==> src/rtl/edh_crc_pkg.sv <==
package edh_crc_pkg;
  localparam int WORD_W    = 10;
  localparam int CRC_W     = 16;
  localparam int NUM_REG   = 2;
  localparam int FIELD_W   = 6;
  localparam int PAY_WORDS = 6;
  localparam int IDX_W     = $clog2(PAY_WORDS);
  localparam logic [CRC_W-1:0]  CRC_POLY   = 16'h1021;
  localparam logic [WORD_W-1:0] RECODE_LO  = 10'h3FC;
  localparam logic [WORD_W-1:0] RECODE_TO  = 10'h3FF;
  localparam logic [WORD_W-1:0] ADF_FIRST  = 10'h000;
  localparam logic [WORD_W-1:0] ADF_REST   = 10'h3FF;
  localparam logic [WORD_W-1:0] PKT_DID    = 10'h1F4;
  localparam logic [WORD_W-1:0] PKT_BLK    = 10'h200;
  localparam logic [WORD_W-1:0] PKT_DC     = 10'h110;

  typedef logic [WORD_W-1:0] word_t;
  typedef logic [CRC_W-1:0]  crc_t;

  function automatic word_t recode_word(word_t w);
    return (w >= RECODE_LO) ? RECODE_TO : w;
  endfunction

  function automatic crc_t crc_word_step(crc_t c, word_t w);
    crc_t r;
    logic fb;
    r = c;
    for (int b = 0; b < WORD_W; b++) begin
      fb = r[CRC_W-1] ^ w[b];
      r  = {r[CRC_W-2:0], 1'b0} ^ (fb ? CRC_POLY : '0);
    end
    return r;
  endfunction

  function automatic word_t pack_word(logic [FIELD_W-1:0] f);
    logic [7:0] b;
    logic       p;
    b = {f, 2'b00};
    p = ^b;
    return {~p, p, b};
  endfunction
endpackage

==> src/rtl/edh_region_crc.sv <==
module edh_region_crc
  import edh_crc_pkg::*;
(
  input  logic  clk,
  input  logic  rst_n,
  input  word_t word_i,
  input  logic  start_i,
  input  logic  stop_i,
  output crc_t  crc_o,
  output logic  crc_vld_o
);
  crc_t acc_q;
  logic run_q;
  logic take;
  crc_t seed;
  crc_t nxt;

  assign take = start_i | run_q;
  assign seed = start_i ? '0 : acc_q;
  assign nxt  = crc_word_step(seed, word_i);

  always_ff @(posedge clk or negedge rst_n) begin
    if (!rst_n) begin
      acc_q     <= '0;
      run_q     <= 1'b0;
      crc_o     <= '0;
      crc_vld_o <= 1'b0;
    end else begin
      if (take) acc_q <= nxt;
      if (stop_i)       run_q <= 1'b0;
      else if (start_i) run_q <= 1'b1;
      if (stop_i && take) begin
        crc_o     <= nxt;
        crc_vld_o <= 1'b1;
      end
    end
  end
endmodule

==> src/rtl/edh_pkt_parser.sv <==
module edh_pkt_parser
  import edh_crc_pkg::*;
(
  input  logic                         clk,
  input  logic                         rst_n,
  input  word_t                        din_i,
  output logic [NUM_REG-1:0][CRC_W-1:0] rx_crc_o,
  output logic [NUM_REG-1:0]           rx_vld_o,
  output logic                         done_o
);
  typedef enum logic [1:0] {P_IDLE, P_BLK, P_CNT, P_PAY} pstate_t;
  pstate_t     st_q;
  word_t       h0_q, h1_q, h2_q;
  logic [IDX_W-1:0] idx_q;
  logic        adf_hit;

  assign adf_hit = (h2_q == ADF_FIRST) && (h1_q == ADF_REST) && (h0_q == ADF_REST);

  always_ff @(posedge clk or negedge rst_n) begin
    if (!rst_n) begin
      st_q     <= P_IDLE;
      h0_q     <= '0;
      h1_q     <= '0;
      h2_q     <= '0;
      idx_q    <= '0;
      rx_crc_o <= '0;
      rx_vld_o <= '0;
      done_o   <= 1'b0;
    end else begin
      h0_q   <= din_i;
      h1_q   <= h0_q;
      h2_q   <= h1_q;
      done_o <= 1'b0;
      unique case (st_q)
        P_IDLE: if (adf_hit && din_i == PKT_DID) st_q <= P_BLK;
        P_BLK:  st_q <= (din_i == PKT_BLK) ? P_CNT : P_IDLE;
        P_CNT: begin
          st_q  <= (din_i == PKT_DC) ? P_PAY : P_IDLE;
          idx_q <= '0;
        end
        P_PAY: begin
          case (idx_q)
            3'd0: rx_crc_o[0][5:0]   <= din_i[7:2];
            3'd1: rx_crc_o[0][11:6]  <= din_i[7:2];
            3'd2: begin
              rx_crc_o[0][15:12] <= din_i[5:2];
              rx_vld_o[0]        <= din_i[7];
            end
            3'd3: rx_crc_o[1][5:0]   <= din_i[7:2];
            3'd4: rx_crc_o[1][11:6]  <= din_i[7:2];
            default: begin
              rx_crc_o[1][15:12] <= din_i[5:2];
              rx_vld_o[1]        <= din_i[7];
            end
          endcase
          if (idx_q == IDX_W'(PAY_WORDS - 1)) begin
            st_q   <= P_IDLE;
            done_o <= 1'b1;
          end else begin
            idx_q <= idx_q + 1'b1;
          end
        end
        default: st_q <= P_IDLE;
      endcase
    end
  end
endmodule

==> src/rtl/edh_crc_engine.sv <==
module edh_crc_engine
  import edh_crc_pkg::*;
(
  input  logic        clk,
  input  logic        rst_n,
  input  logic        tx_mode_i,
  input  logic [9:0]  din_i,
  input  logic        ap_start_i,
  input  logic        ap_stop_i,
  input  logic        ff_start_i,
  input  logic        ff_stop_i,
  input  logic [5:0]  rsv_bits_i,
  output logic [15:0] ap_crc_o,
  output logic [15:0] ff_crc_o,
  output logic [29:0] ap_tx_words_o,
  output logic [29:0] ff_tx_words_o,
  output logic        ap_rx_valid_o,
  output logic        ff_rx_valid_o,
  output logic        ap_mismatch_o,
  output logic        ff_mismatch_o,
  output logic [9:0]  rsv_word_o
);
  word_t                         din_rc;
  logic [NUM_REG-1:0]            reg_start, reg_stop;
  logic [NUM_REG-1:0][CRC_W-1:0] calc_crc;
  logic [NUM_REG-1:0]            calc_vld;
  logic [NUM_REG-1:0][CRC_W-1:0] rx_crc;
  logic [NUM_REG-1:0]            rx_vld;
  logic [NUM_REG-1:0][3*WORD_W-1:0] tx_words;
  logic [NUM_REG-1:0]            flag_vld_q, flag_mis_q;
  logic                          pkt_done;

  assign din_rc    = recode_word(din_i);
  assign reg_start = {ff_start_i, ap_start_i};
  assign reg_stop  = {ff_stop_i,  ap_stop_i};

  edh_pkt_parser u_parser (
    .clk      (clk),
    .rst_n    (rst_n),
    .din_i    (din_i),
    .rx_crc_o (rx_crc),
    .rx_vld_o (rx_vld),
    .done_o   (pkt_done)
  );

  for (genvar r = 0; r < NUM_REG; r++) begin : g_reg
    edh_region_crc u_crc (
      .clk       (clk),
      .rst_n     (rst_n),
      .word_i    (din_rc),
      .start_i   (reg_start[r]),
      .stop_i    (reg_stop[r]),
      .crc_o     (calc_crc[r]),
      .crc_vld_o (calc_vld[r])
    );

    assign tx_words[r] = {pack_word({calc_vld[r], 1'b0, calc_crc[r][15:12]}),
                          pack_word(calc_crc[r][11:6]),
                          pack_word(calc_crc[r][5:0])};

    always_ff @(posedge clk or negedge rst_n) begin
      if (!rst_n) begin
        flag_vld_q[r] <= 1'b0;
        flag_mis_q[r] <= 1'b0;
      end else if (tx_mode_i) begin
        flag_vld_q[r] <= 1'b0;
        flag_mis_q[r] <= 1'b0;
      end else if (pkt_done) begin
        flag_vld_q[r] <= rx_vld[r];
        flag_mis_q[r] <= rx_vld[r] && (rx_crc[r] != calc_crc[r]);
      end
    end
  end

  always_ff @(posedge clk or negedge rst_n) begin
    if (!rst_n) rsv_word_o <= pack_word('0);
    else        rsv_word_o <= pack_word(rsv_bits_i);
  end

  assign ap_crc_o      = calc_crc[0];
  assign ff_crc_o      = calc_crc[1];
  assign ap_tx_words_o = tx_words[0];
  assign ff_tx_words_o = tx_words[1];
  assign ap_rx_valid_o = flag_vld_q[0];
  assign ff_rx_valid_o = flag_vld_q[1];
  assign ap_mismatch_o = flag_mis_q[0];
  assign ff_mismatch_o = flag_mis_q[1];
endmodule

==> config.mk <==
export PLATFORM = sky130hd
export DESIGN_NAME = edh_crc_engine
export DESIGN_NICKNAME = d
export VERILOG_FILES = /design/src/rtl/edh_crc_pkg.sv /design/src/rtl/edh_region_crc.sv /design/src/rtl/edh_pkt_parser.sv /design/src/rtl/edh_crc_engine.sv
export SDC_FILE = /design/constraint.sdc
export NUM_CORES = 1
export LEC_CHECK = 0
export ABC_AREA = 1
export BUFFER_PORTS_ARGS = -buffer_cell sky130_fd_sc_hd__buf_4
export CORE_MARGIN = 8
export CORE_UTILIZATION = 49
export CTS_BUF_LIST = sky130_fd_sc_hd__clkbuf_8
export DETAILED_ROUTE_END_ITERATION = 16
export GPL_TIMING_DRIVEN = 0
export PLACE_DENSITY = 0.71
export REMOVE_ABC_BUFFERS = 1
export SLEW_MARGIN = 20
export SYNTH_ARGS = -nofsm -noshare
export SYNTH_HDL_FRONTEND = slang
export SYNTH_SLANG_ARGS = --single-unit
==> constraint.sdc <==
create_clock -name clk -period 4.5 [get_ports clk]
set_input_delay 0.225 -clock clk [delete_from_list [all_inputs] [get_ports clk]]
set_output_delay 0.225 -clock clk [all_outputs]
set_load 0.01 [all_outputs]
==> results of run 1 <==
==> per-stage QoR <==
stage | worst slack, ns | instance area (um^2) | utilization [%]
global placement | 1.00 | 8150 | 54.0
floorplan | 1.96 | 7070 | -
finish | 1.42 | 8820 | 58.5
global route | 1.11 | 8820 | 58.5
CTS | 1.43 | 8820 | 58.5
detailed placement | 1.41 | 8190 | 54.3
==> how the worst min path moves through the flow <==
stage	start	endpoint	cells after the start
after floorplan	rst_n	ap_mismatch_o	0
after global placement	rsv_bits_i[1]	rsv_word_o[3]	1
after detailed placement	rst_n	ap_rx_valid_o	1
after CTS	din_i[2]	u_parser.h0_q[2]	1
after global routing	din_i[2]	u_parser.h0_q[2]	1
final	din_i[2]	u_parser.h0_q[2]	1
==> flip-flops by register name, indices dropped and copies added, names as in the netlist <==
register and flops:
u_parser.h2_q 10, rsv_word_o 8, u_parser.st_q 2, g.u_crc.run_q 2, u_parser.rx_vld_o 2, u_parser.idx_q 3, u_parser.h1_q 10, ff_mismatch_o 1
u_parser.h0_q 10, u_parser.rx_crc_o 32, ff_rx_valid_o 1, g.u_crc.crc_vld_o 2, ap_rx_valid_o 1, u_parser.done_o 1, g.u_crc.acc_q 32, ap_mismatch_o 1
g.u_crc.crc_o 32
==> what timing repair did <==
| action | CTS | global route |
|---|---|---|
| hold endpoints to repair | 109 | 0 |
| buffers inserted | 0 | 0 |
| hold buffers | 18 | 0 |
| resized for setup | 0 | 0 |
==> Yosys cell counts <==
cell type  instances  area, um^2
nor2_4             1        11.3
dfrtp_1          149        3730
inv_1             63         236
dfstp_2            1        26.3
or2_2              7        43.8
a31oi_1            1        6.26
xor2_2             3        48.8
nand3b_1           4        30.0
a21oi_1            3        15.0
clkinv_1           4        15.0
nand3_1           59         295
inv_2              3        11.3
buf_4             51         383
xor2_1            47         412
nand4_1           11        68.8
ha_1               5        62.6
xnor2_2            3        48.8
o21ai_1            7        35.0
buf_2              3        15.0
conb_1             1        3.75
xnor2_1           38         333
nand2_1          207         777
nand2_2           13        81.3
nand3_2            6        60.1
buf_6              2        22.5
xor2_4             2        55.1
o22ai_1            7        43.8
nor3_1             4        20.0
clkbuf_1          12        45.0
nor2_2             1        6.26
nor4_1             8        50.1
nor2_1            30         113
nand2_4            7        78.8
o21ai_0           60         300
==> layout make-up <==
type                            instances  share of cell area, %
Multi-Input combinational cell        550                   34.7
Timing Repair Buffer                  131                   12.0
Tap cell                              188                   2.67
Inverter                               70                   2.98
Sequential cell                       150                   42.6
Clock buffer                           22                   3.43
Clock inverter                         10                   1.70
==> cell families after synthesis <==
kind of cell             Yosys count  share of synthesized area (%)
AND/OR/NAND/NOR                  358                           21.9
flip-flops                       150                           50.2
buffers and inverters            138                           9.73
XOR/XNOR                          93                           12.0
AO/OA/AOI/OAI                     78                           5.35
adder cells (fa/ha/maj)            5                          0.836
other                              1                         0.0501
==> power breakdown <==
| part | switching, mW | total (mW) | internal [mW] |
|---|---|---|---|
| logic | 1.39 | 2.65 | 1.26 |
| registers | 0.354 | 2.01 | 1.66 |
| clock network | 0.485 | 1.16 | 0.672 |
==> per-layer routing <==
layer | share of wire [%] | GRT usage, %
met5 | 0 | 0
met3 | 5.2 | 3.52
met4 | 1.4 | 6.80
met2 | 50 | 31.1
met1 | 44 | 24.3
==> critical path: stages, from the launching register on <==
cell and delay, ns:
dfrtp_1 0.45, nor2_2 0.62, inv_1 0.36, nand2_1 0.64, clkinv_1 0.49, or2_2 0.39
==> flow_metrics.env, run 1 <==
export IMPL_status="finished, final reports clean"
export IMPL_cts_tree="yes"
export IMPL_io_pins=129
export IMPL_clkLatencyLatePin_ns=0.45
export IMPL_r2r_start="g_reg[0].u_crc.run_q"
export IMPL_min_path_type="in -> reg"
export IMPL_hold_ws_ns=0.0496
export IMPL_die_x_um=140
export IMPL_ir_drop_mv=0.348
export IMPL_setup_violations_final=0
export IMPL_grt_first_pass_wirelength_mm=28.9
export IMPL_num_rows=45
export IMPL_antenna_found_initial=0
export IMPL_gp_congestion=0.889
export IMPL_r2r_cells=5
export IMPL_synth_avg_cell_area_um2=9.09
export IMPL_ff2ff_setup_slack_ns=1.42
export IMPL_diodes=0
export IMPL_multi_input_area_um2=3060
export IMPL_rsz0062_at_grt="no"
export IMPL_dr_pass1_iters=5
export IMPL_r2r_end="g_reg[0].u_crc.crc_vld_o"
export IMPL_final_max_slew_viol_count=0
export IMPL_powerDensity_nw_per_um2=660
export IMPL_dpl_hpwl_mm=13.0
export IMPL_seq_area_um2=3750
export IMPL_htree_levels=4
export IMPL_seq_area_frac_synth_pct=50.2
export IMPL_netlist_instances=823
export IMPL_cts_sinks=150
export IMPL_mostFrequentLayoutCells="nand2_1, dfrtp_1, buf_4, inv_1, o21ai_0"
export IMPL_cts_root_buf="clkbuf_8"
export IMPL_startpoint="g_reg[0].u_crc.run_q"
export IMPL_route_antenna_remaining_nets=0
export IMPL_path_max_fanout=24
export IMPL_worst_pin_slew_ns=0.775
export IMPL_drc=0
export IMPL_dpl_cell_count=1071
export IMPL_p_leak_nw=4.44
export IMPL_routedWlPerCell_um=15.9
export IMPL_finalPower_mw=5.82
export IMPL_cap_viol_max_count=0
export IMPL_core_um2=15100
export IMPL_max_slew_margin_pct=48.3
export IMPL_grt_start_max_net_pins=94
export IMPL_fill_cells=1332
export IMPL_grt_pass1_vias=5454
export IMPL_path_class="reg -> reg"
export IMPL_max_freq_mhz=325
export IMPL_portBuffers=112
export IMPL_worstSetupEndpoint="g_reg[0].u_crc.crc_vld_o"
export IMPL_syn_cell_area_um2=7480
export IMPL_skew_ns=0.00894
export IMPL_die_y_um=140
export IMPL_grt_overflow=0
export IMPL_fin_nets=948
export IMPL_yosys_warnings=0
export IMPL_fin_crit_ns=3.08
export IMPL_final_common_cell="nand2_1"
export IMPL_ys_types=34
export IMPL_via_per_inst=5.00
export IMPL_vias=5604
export IMPL_start_util_pct=49.6
export IMPL_end_kind="flip-flop"
export IMPL_crit_path_start_kind="flip-flop"
export IMPL_setup_tns_ns=0
export IMPL_synth_seq_cells=150
export IMPL_numCtsBuffers=17
export IMPL_fin_crit_sh_pct=68.4
export IMPL_drive_gt1_share_pct=20.6
export IMPL_final_hold_viol_count=0
export IMPL_first_iter_violations=358
export IMPL_syn_to_final_growth_pct=17.9
export IMPL_final_cells=1121
export IMPL_critPathRequiredTime_ns=4.83
export IMPL_track_usage_pct=18.8
export IMPL_arrival_ns=3.41
export IMPL_dieArea_um2=19500
export IMPL_clockBufferDepth=2
export IMPL_drt_wl_total_mm=17.8
export IMPL_cts_clk_slew_worst_paths_ns=0.08
(Power assumes the default switching activity.)
==> inputs of run 2 (changes only) <==
- clock period: 4.5 -> 3.2 ns (I/O delays scaled with it)
==> flow_metrics.env, run 2 (synthesis results as in run 1) <==
export IMPL_status="finished, final reports clean"
export IMPL_num_rows=45
export IMPL_utilization_pct=58.6
export IMPL_power_switching_mw=3.13
export IMPL_cts_tree="yes"
export IMPL_syn_to_final_growth_pct=18.2
export IMPL_fin_crit_sh_pct=89.0
export IMPL_max_freq_mhz=351
export IMPL_drt_wl_total_mm=17.8
export IMPL_final_common_cell="nand2_1"
export IMPL_min_path_type="in -> reg"
export IMPL_top_regs="g.u_crc.acc_q (32), g.u_crc.crc_o (32), u_parser.rx_crc_o (32)"
export IMPL_cap_viol_max_count=0
export IMPL_grt_pass1_vias=5487
export IMPL_final_hold_viol_count=0
export IMPL_routedWlPerCell_um=15.8
export IMPL_drive_gt1_share_pct=20.6
export IMPL_p_sw_share_pct=38.3
export IMPL_end_kind="flip-flop"
export IMPL_rsz0062_at_grt="no"
export IMPL_cts_post_setup_buffers_inserted=0
export IMPL_cts_root_buf="clkbuf_8"
export IMPL_setup_tns_ns=0
export IMPL_final_max_slew_viol_count=0
export IMPL_cts_sinks=150
export IMPL_ir_drop_mv=0.490
export IMPL_fin_crit_ns=2.85
export IMPL_max_slew_margin_pct=49.2
export IMPL_finalPower_mw=8.18
export IMPL_dieArea_um2=19500
export IMPL_io_pins=129
export IMPL_mostFrequentLayoutCells="nand2_1, dfrtp_1, buf_4, inv_1, o21ai_0"
export IMPL_cts_clk_slew_worst_paths_ns=0.08
export IMPL_diodes=0
export IMPL_first_iter_violations=397
export IMPL_crit_path_start_kind="flip-flop"
export IMPL_fill_cells=1328
export IMPL_setup_violations_final=0
export IMPL_start_util_pct=49.6
export IMPL_fin_nets=950
export IMPL_powerDensity_nw_per_um2=925
export IMPL_dp_slack_ns=0.108
export IMPL_numCtsBuffers=17
export IMPL_portBuffers=112
export IMPL_dr_pass1_iters=5
export IMPL_via_per_inst=5.00
export IMPL_path_class="reg -> reg"
export IMPL_p_leak_nw=4.45
export IMPL_worst_slack_ns=0.351
export IMPL_track_usage_pct=18.9
export IMPL_pwr_share_seq_pct=34.6
export IMPL_htree_levels=4
export IMPL_dpl_hpwl_mm=13.0
export IMPL_clkPwrFrac_pct=19.8
export IMPL_worst_pin_slew_ns=0.761
export IMPL_clkLatencyLatePin_ns=0.45
export IMPL_grt_overflow=0
export IMPL_internal_power_mw=5.05
export IMPL_core_um2=15100
export IMPL_antenna_found_initial=0
export IMPL_arrival_ns=3.19
export IMPL_gp_congestion=0.889
export IMPL_skew_ns=0.00883
export IMPL_hold_ws_ns=0.122
export IMPL_path_max_fanout=21
export IMPL_vias=5617
export IMPL_route_antenna_remaining_nets=0
export IMPL_die_y_um=140
export IMPL_clockBufferDepth=2
export IMPL_pwr_share_comb_pct=45.6
export IMPL_drc=0
export IMPL_die_x_um=140
export IMPL_grt_first_pass_wirelength_mm=29.0
export IMPL_grt_start_max_net_pins=94
export IMPL_critPathRequiredTime_ns=3.54
-- run 2: routing by layer --
metal	vias up	part of all wire, %	global-route usage (%)
li1	2761	-	-
met1	2716	44	24.2
met2	118	50	31.2
met3	22	4.4	3.49
met4	0	1.6	7.09
met5	-	0	0
-- run 2: through the flow --
stage,cells,area (um^2)
global route,1123,8840
global placement,1070,8150
floorplan,770,7070
detailed placement,1071,8190
finish,1123,8840
CTS,1123,8840
-- run 2: power by group through the flow --
stage	Clock [mW]	Sequential [mW]	Combinational [mW]
global route	1.73	2.89	4.09
CTS	1.65	2.83	3.79
finish	1.62	2.83	3.73
global placement	0	2.85	3.69
floorplan	0	2.91	1.93
detailed placement	0	2.86	3.76
-- run 2: critical path, cell delays in order, from the launching register on --
cell and delay (ns):
dfrtp_1 0.43, nor2_2 0.59, inv_1 0.37, nand2_1 0.60
inv_1 0.38, or2_2 0.37
-- run 2: area by class of cell --
type,instances,area [um^2],share of cell area (%)
Sequential cell,150,3750,42.5
Multi-Input combinational cell,550,3060,34.6
Timing Repair Buffer,133,1080,12.2
Clock buffer,22,303,3.42
Inverter,70,263,2.97
Tap cell,188,235,2.66
Clock inverter,10,150,1.70
-- run 2: worst paths after layout --
check / startpoint / endpoint / slack [ns] / depth (start not counted)
max in group asynchronous: rst_n / rsv_word_o[9] / 2.12 / 3
max: g_reg[1].u_crc.run_q / g_reg[1].u_crc.crc_vld_o / 0.35 / 5
min: ff_start_i / g_reg[1].u_crc.run_q / 0.12 / 3
max reg2reg: g_reg[1].u_crc.run_q / g_reg[1].u_crc.crc_vld_o / 0.35 / 5
min reg2reg: u_parser.h1_q[5] / u_parser.h2_q[5] / 0.38 / 0
min in group asynchronous: rst_n / ap_rx_valid_o / 0.32 / 2
-- run 2: repair_timing --
item	in CTS	in global routing
setup endpoints to repair	0	9
hold buffers	20	0
gates resized for setup	0	1
endpoints found under the hold margin	113	0
==> inputs of run 3 (changes only) <==
- ABC_AREA: 1 -> unset
- PLACE_DENSITY: 0.71 -> 0.73
- clock period: 3.2 -> 2.4 ns (I/O delays scaled with it)
==> flow_metrics.env, run 3 <==
export IMPL_netlist_instances=753
export IMPL_portBuffers=112
export IMPL_drc=0
export IMPL_seq_area_frac_synth_pct=47.0
export IMPL_status="finished, final reports clean"
export IMPL_ir_drop_mv=0.693
export IMPL_crit_path_start_kind="input port"
export IMPL_track_usage_pct=18.5
export IMPL_io_pins=129
export IMPL_grt_pass1_vias=5496
export IMPL_top_regs="g.u_crc.acc_q (32), g.u_crc.crc_o (32), u_parser.rx_crc_o (32)"
export IMPL_max_freq_mhz=440
export IMPL_synth_edff_count=0
export IMPL_clockBufferDepth=2
export IMPL_die_x_um=144
export IMPL_vias=5543
export IMPL_synthArstFlopShare_pct=100
export IMPL_fin_crit_sh_pct=94.7
export IMPL_hold_ws_ns=0.141
export IMPL_num_rows=46
export IMPL_cap_viol_max_count=0
export IMPL_grt_busiest_layer="met2"
export IMPL_final_hold_viol_count=0
export IMPL_dr_pass1_iters=5
export IMPL_antenna_found_initial=0
export IMPL_met3_usage_pct=3.42
export IMPL_fin_nets=864
export IMPL_cts_clk_slew_worst_paths_ns=0.08
export IMPL_netlist_top_cell_by_area="dfrtp_1"
export IMPL_path_max_fanout=21
export IMPL_cts_tree="yes"
export IMPL_route_antenna_remaining_nets=0
export IMPL_r2r_cells=5
export IMPL_min_path_type="in -> reg"
export IMPL_clkLatencyLatePin_ns=0.45
export IMPL_cts_sinks=150
export IMPL_via_per_inst=5.21
export IMPL_powerDensity_nw_per_um2=1300
export IMPL_htree_levels=4
export IMPL_grt_start_max_net_pins=81
export IMPL_drive_gt1_share_pct=23.7
export IMPL_cts_root_buf="clkbuf_8"
export IMPL_grtUsageMet2_pct=31.5
export IMPL_internal_power_mw=7.56
export IMPL_syn_cell_area_um2=7980
export IMPL_pwr_share_seq_pct=32.8
export IMPL_synth_most_common_cell="dfrtp_1"
export IMPL_pwr_share_comb_pct=48.0
export IMPL_dieArea_um2=20600
export IMPL_synth_top_cells_by_count="dfrtp_1, xnor2_1, nand2_1"
export IMPL_grt_overflow=0
export IMPL_synth_ff_type="dfrtp_1"
export IMPL_final_max_slew_viol_count=0
export IMPL_first_iter_violations=351
export IMPL_numCtsBuffers=17
export IMPL_fin_crit_ns=2.27
export IMPL_mostFrequentLayoutCells="dfrtp_1, buf_4, xnor2_1, nand2_1, nor2_1"
export IMPL_core_um2=15900
export IMPL_clkPwrFrac_pct=19.2
export IMPL_yosys_top_cells_area="dfrtp_1, xnor2_1, xor2_1"
export IMPL_arrival_ns=2.61
export IMPL_finalPower_mw=12.1
export IMPL_start_util_pct=50.2
export IMPL_die_y_um=144
export IMPL_utilization_pct=58.7
export IMPL_ys_types=64
export IMPL_gp_congestion=0.813
export IMPL_yosys_warnings=0
export IMPL_skew_ns=0.0115
export IMPL_setup_violations_final=0
export IMPL_dpl_hpwl_mm=13.4
export IMPL_synth_avg_cell_area_um2=10.6
export IMPL_end_kind="flip-flop"
export IMPL_yosysTopAreaCellShare_pct=46.7
export IMPL_routedWlPerCell_um=17.2
export IMPL_path_class="in -> reg"
export IMPL_syn_to_final_growth_pct=16.9
export IMPL_drt_wl_total_mm=18.4
export IMPL_fill_cells=1363
export IMPL_synth_seq_cells=150
export IMPL_power_switching_mw=4.57
export IMPL_diodes=0
export IMPL_final_common_cell="dfrtp_1"
export IMPL_critPathRequiredTime_ns=2.74
export IMPL_grt_first_pass_wirelength_mm=29.4
export IMPL_p_sw_share_pct=37.7
export IMPL_use_met1_pct=23.2
export IMPL_rsz0062_at_grt="no"
export IMPL_p_leak_nw=4.14
export IMPL_max_slew_margin_pct=48.4
export IMPL_worst_pin_slew_ns=0.774
export IMPL_min_path_cells=2
==> run 3: cell count changes after synthesis, sizes merged, moves of 10 or more <==
cell / before / now
a31oi: 1 / 11
nand2: 227 / 59
nor2: 32 / 59
xnor3: 0 / 10
xnor2: 41 / 72
mux2: 0 / 37
a21oi: 3 / 25
buf: 56 / 66
o21ai: 67 / 55
inv: 66 / 22
nand3: 65 / 11
==> run 3: final timing paths <==
kind / startpoint / to / slack [ns]
setup / recovery: din_i[3] / g_reg[1].u_crc.crc_o[6] / 0.13
hold / removal: ap_start_i / g_reg[0].u_crc.acc_q[8] / 0.14
setup reg to reg: g_reg[1].u_crc.run_q / g_reg[1].u_crc.crc_o[5] / 0.22
hold reg to reg: u_parser.h0_q[3] / u_parser.h1_q[3] / 0.37
max in group asynchronous: rst_n / rsv_word_o[9] / 1.36
min in group asynchronous: rst_n / g_reg[0].u_crc.crc_o[14] / 0.24
==> run 3: power groups by stage <==
stage,sequential (mW),clock (mW),combinational [mW]
final,3.98,2.33,5.82
after global routing,4.07,2.47,6.33
after CTS,3.98,2.37,5.89
after detailed placement,4.03,0,5.83
after global placement,4.01,0,5.73
after floorplan,4.02,0,3.24
==> run 3: repair_timing <==
item | in CTS | in global routing
hold buffers | 20 | 0
endpoints found under the hold margin | 104 | 0
buffers inserted | 0 | 0
gates resized for setup | 1 | 2
cloned | 0 | 0
setup endpoints to repair | 1 | 15
==> run 3: cells by family after synthesis <==
group / synth area share, %
buf+inv: 7.90
mux: 6.19
xor+xnor: 17.4
compound gates: 9.19
flops: 47.0
other cells: 0.0470
fa+ha+maj: 0.784
simple gates: 11.5
==> run 3: layout make-up <==
class / count / area (um^2) / area share [%]
Sequential cell: 150 / 3750 / 40.2
Clock inverter: 12 / 224 / 2.40
Clock buffer: 19 / 262 / 2.80
Multi-Input combinational cell: 512 / 3660 / 39.2
Timing Repair Buffer: 133 / 1080 / 11.5
Tap cell: 216 / 270 / 2.90
Inverter: 22 / 82.6 / 0.885
==> run 3: routing by layer <==
layer	part of all wire [%]	vias to the layer above
li1	-	2648
met1	43	2780
met2	52	100
met3	3.3	15
met4	1.4	0
met5	0	-
==> run 3: stage by stage <==
| step | instance area (um^2) | setup slack (ns) | setup TNS [ns] | std cells |
|---|---|---|---|---|
| floorplan | 7490 | 0.284 | 0 | 684 |
| global placement | 8600 | -0.169 | -0.169 | 1012 |
| detailed placement | 8640 | -0.182 | -0.182 | 1013 |
| CTS | 9320 | 0.0768 | 0 | 1064 |
| global route | 9330 | 0.0608 | 0 | 1064 |
| finish | 9330 | 0.126 | 0 | 1064 |
==> run 3: critical path: stages <==
cell,delay [ns]
dlygate4sd3_1,0.53
buf_4,0.29
nand4_2,0.24
o21ai_4,0.28
a211o_1,0.38
xnor3_1,0.49
mux2_4,0.27
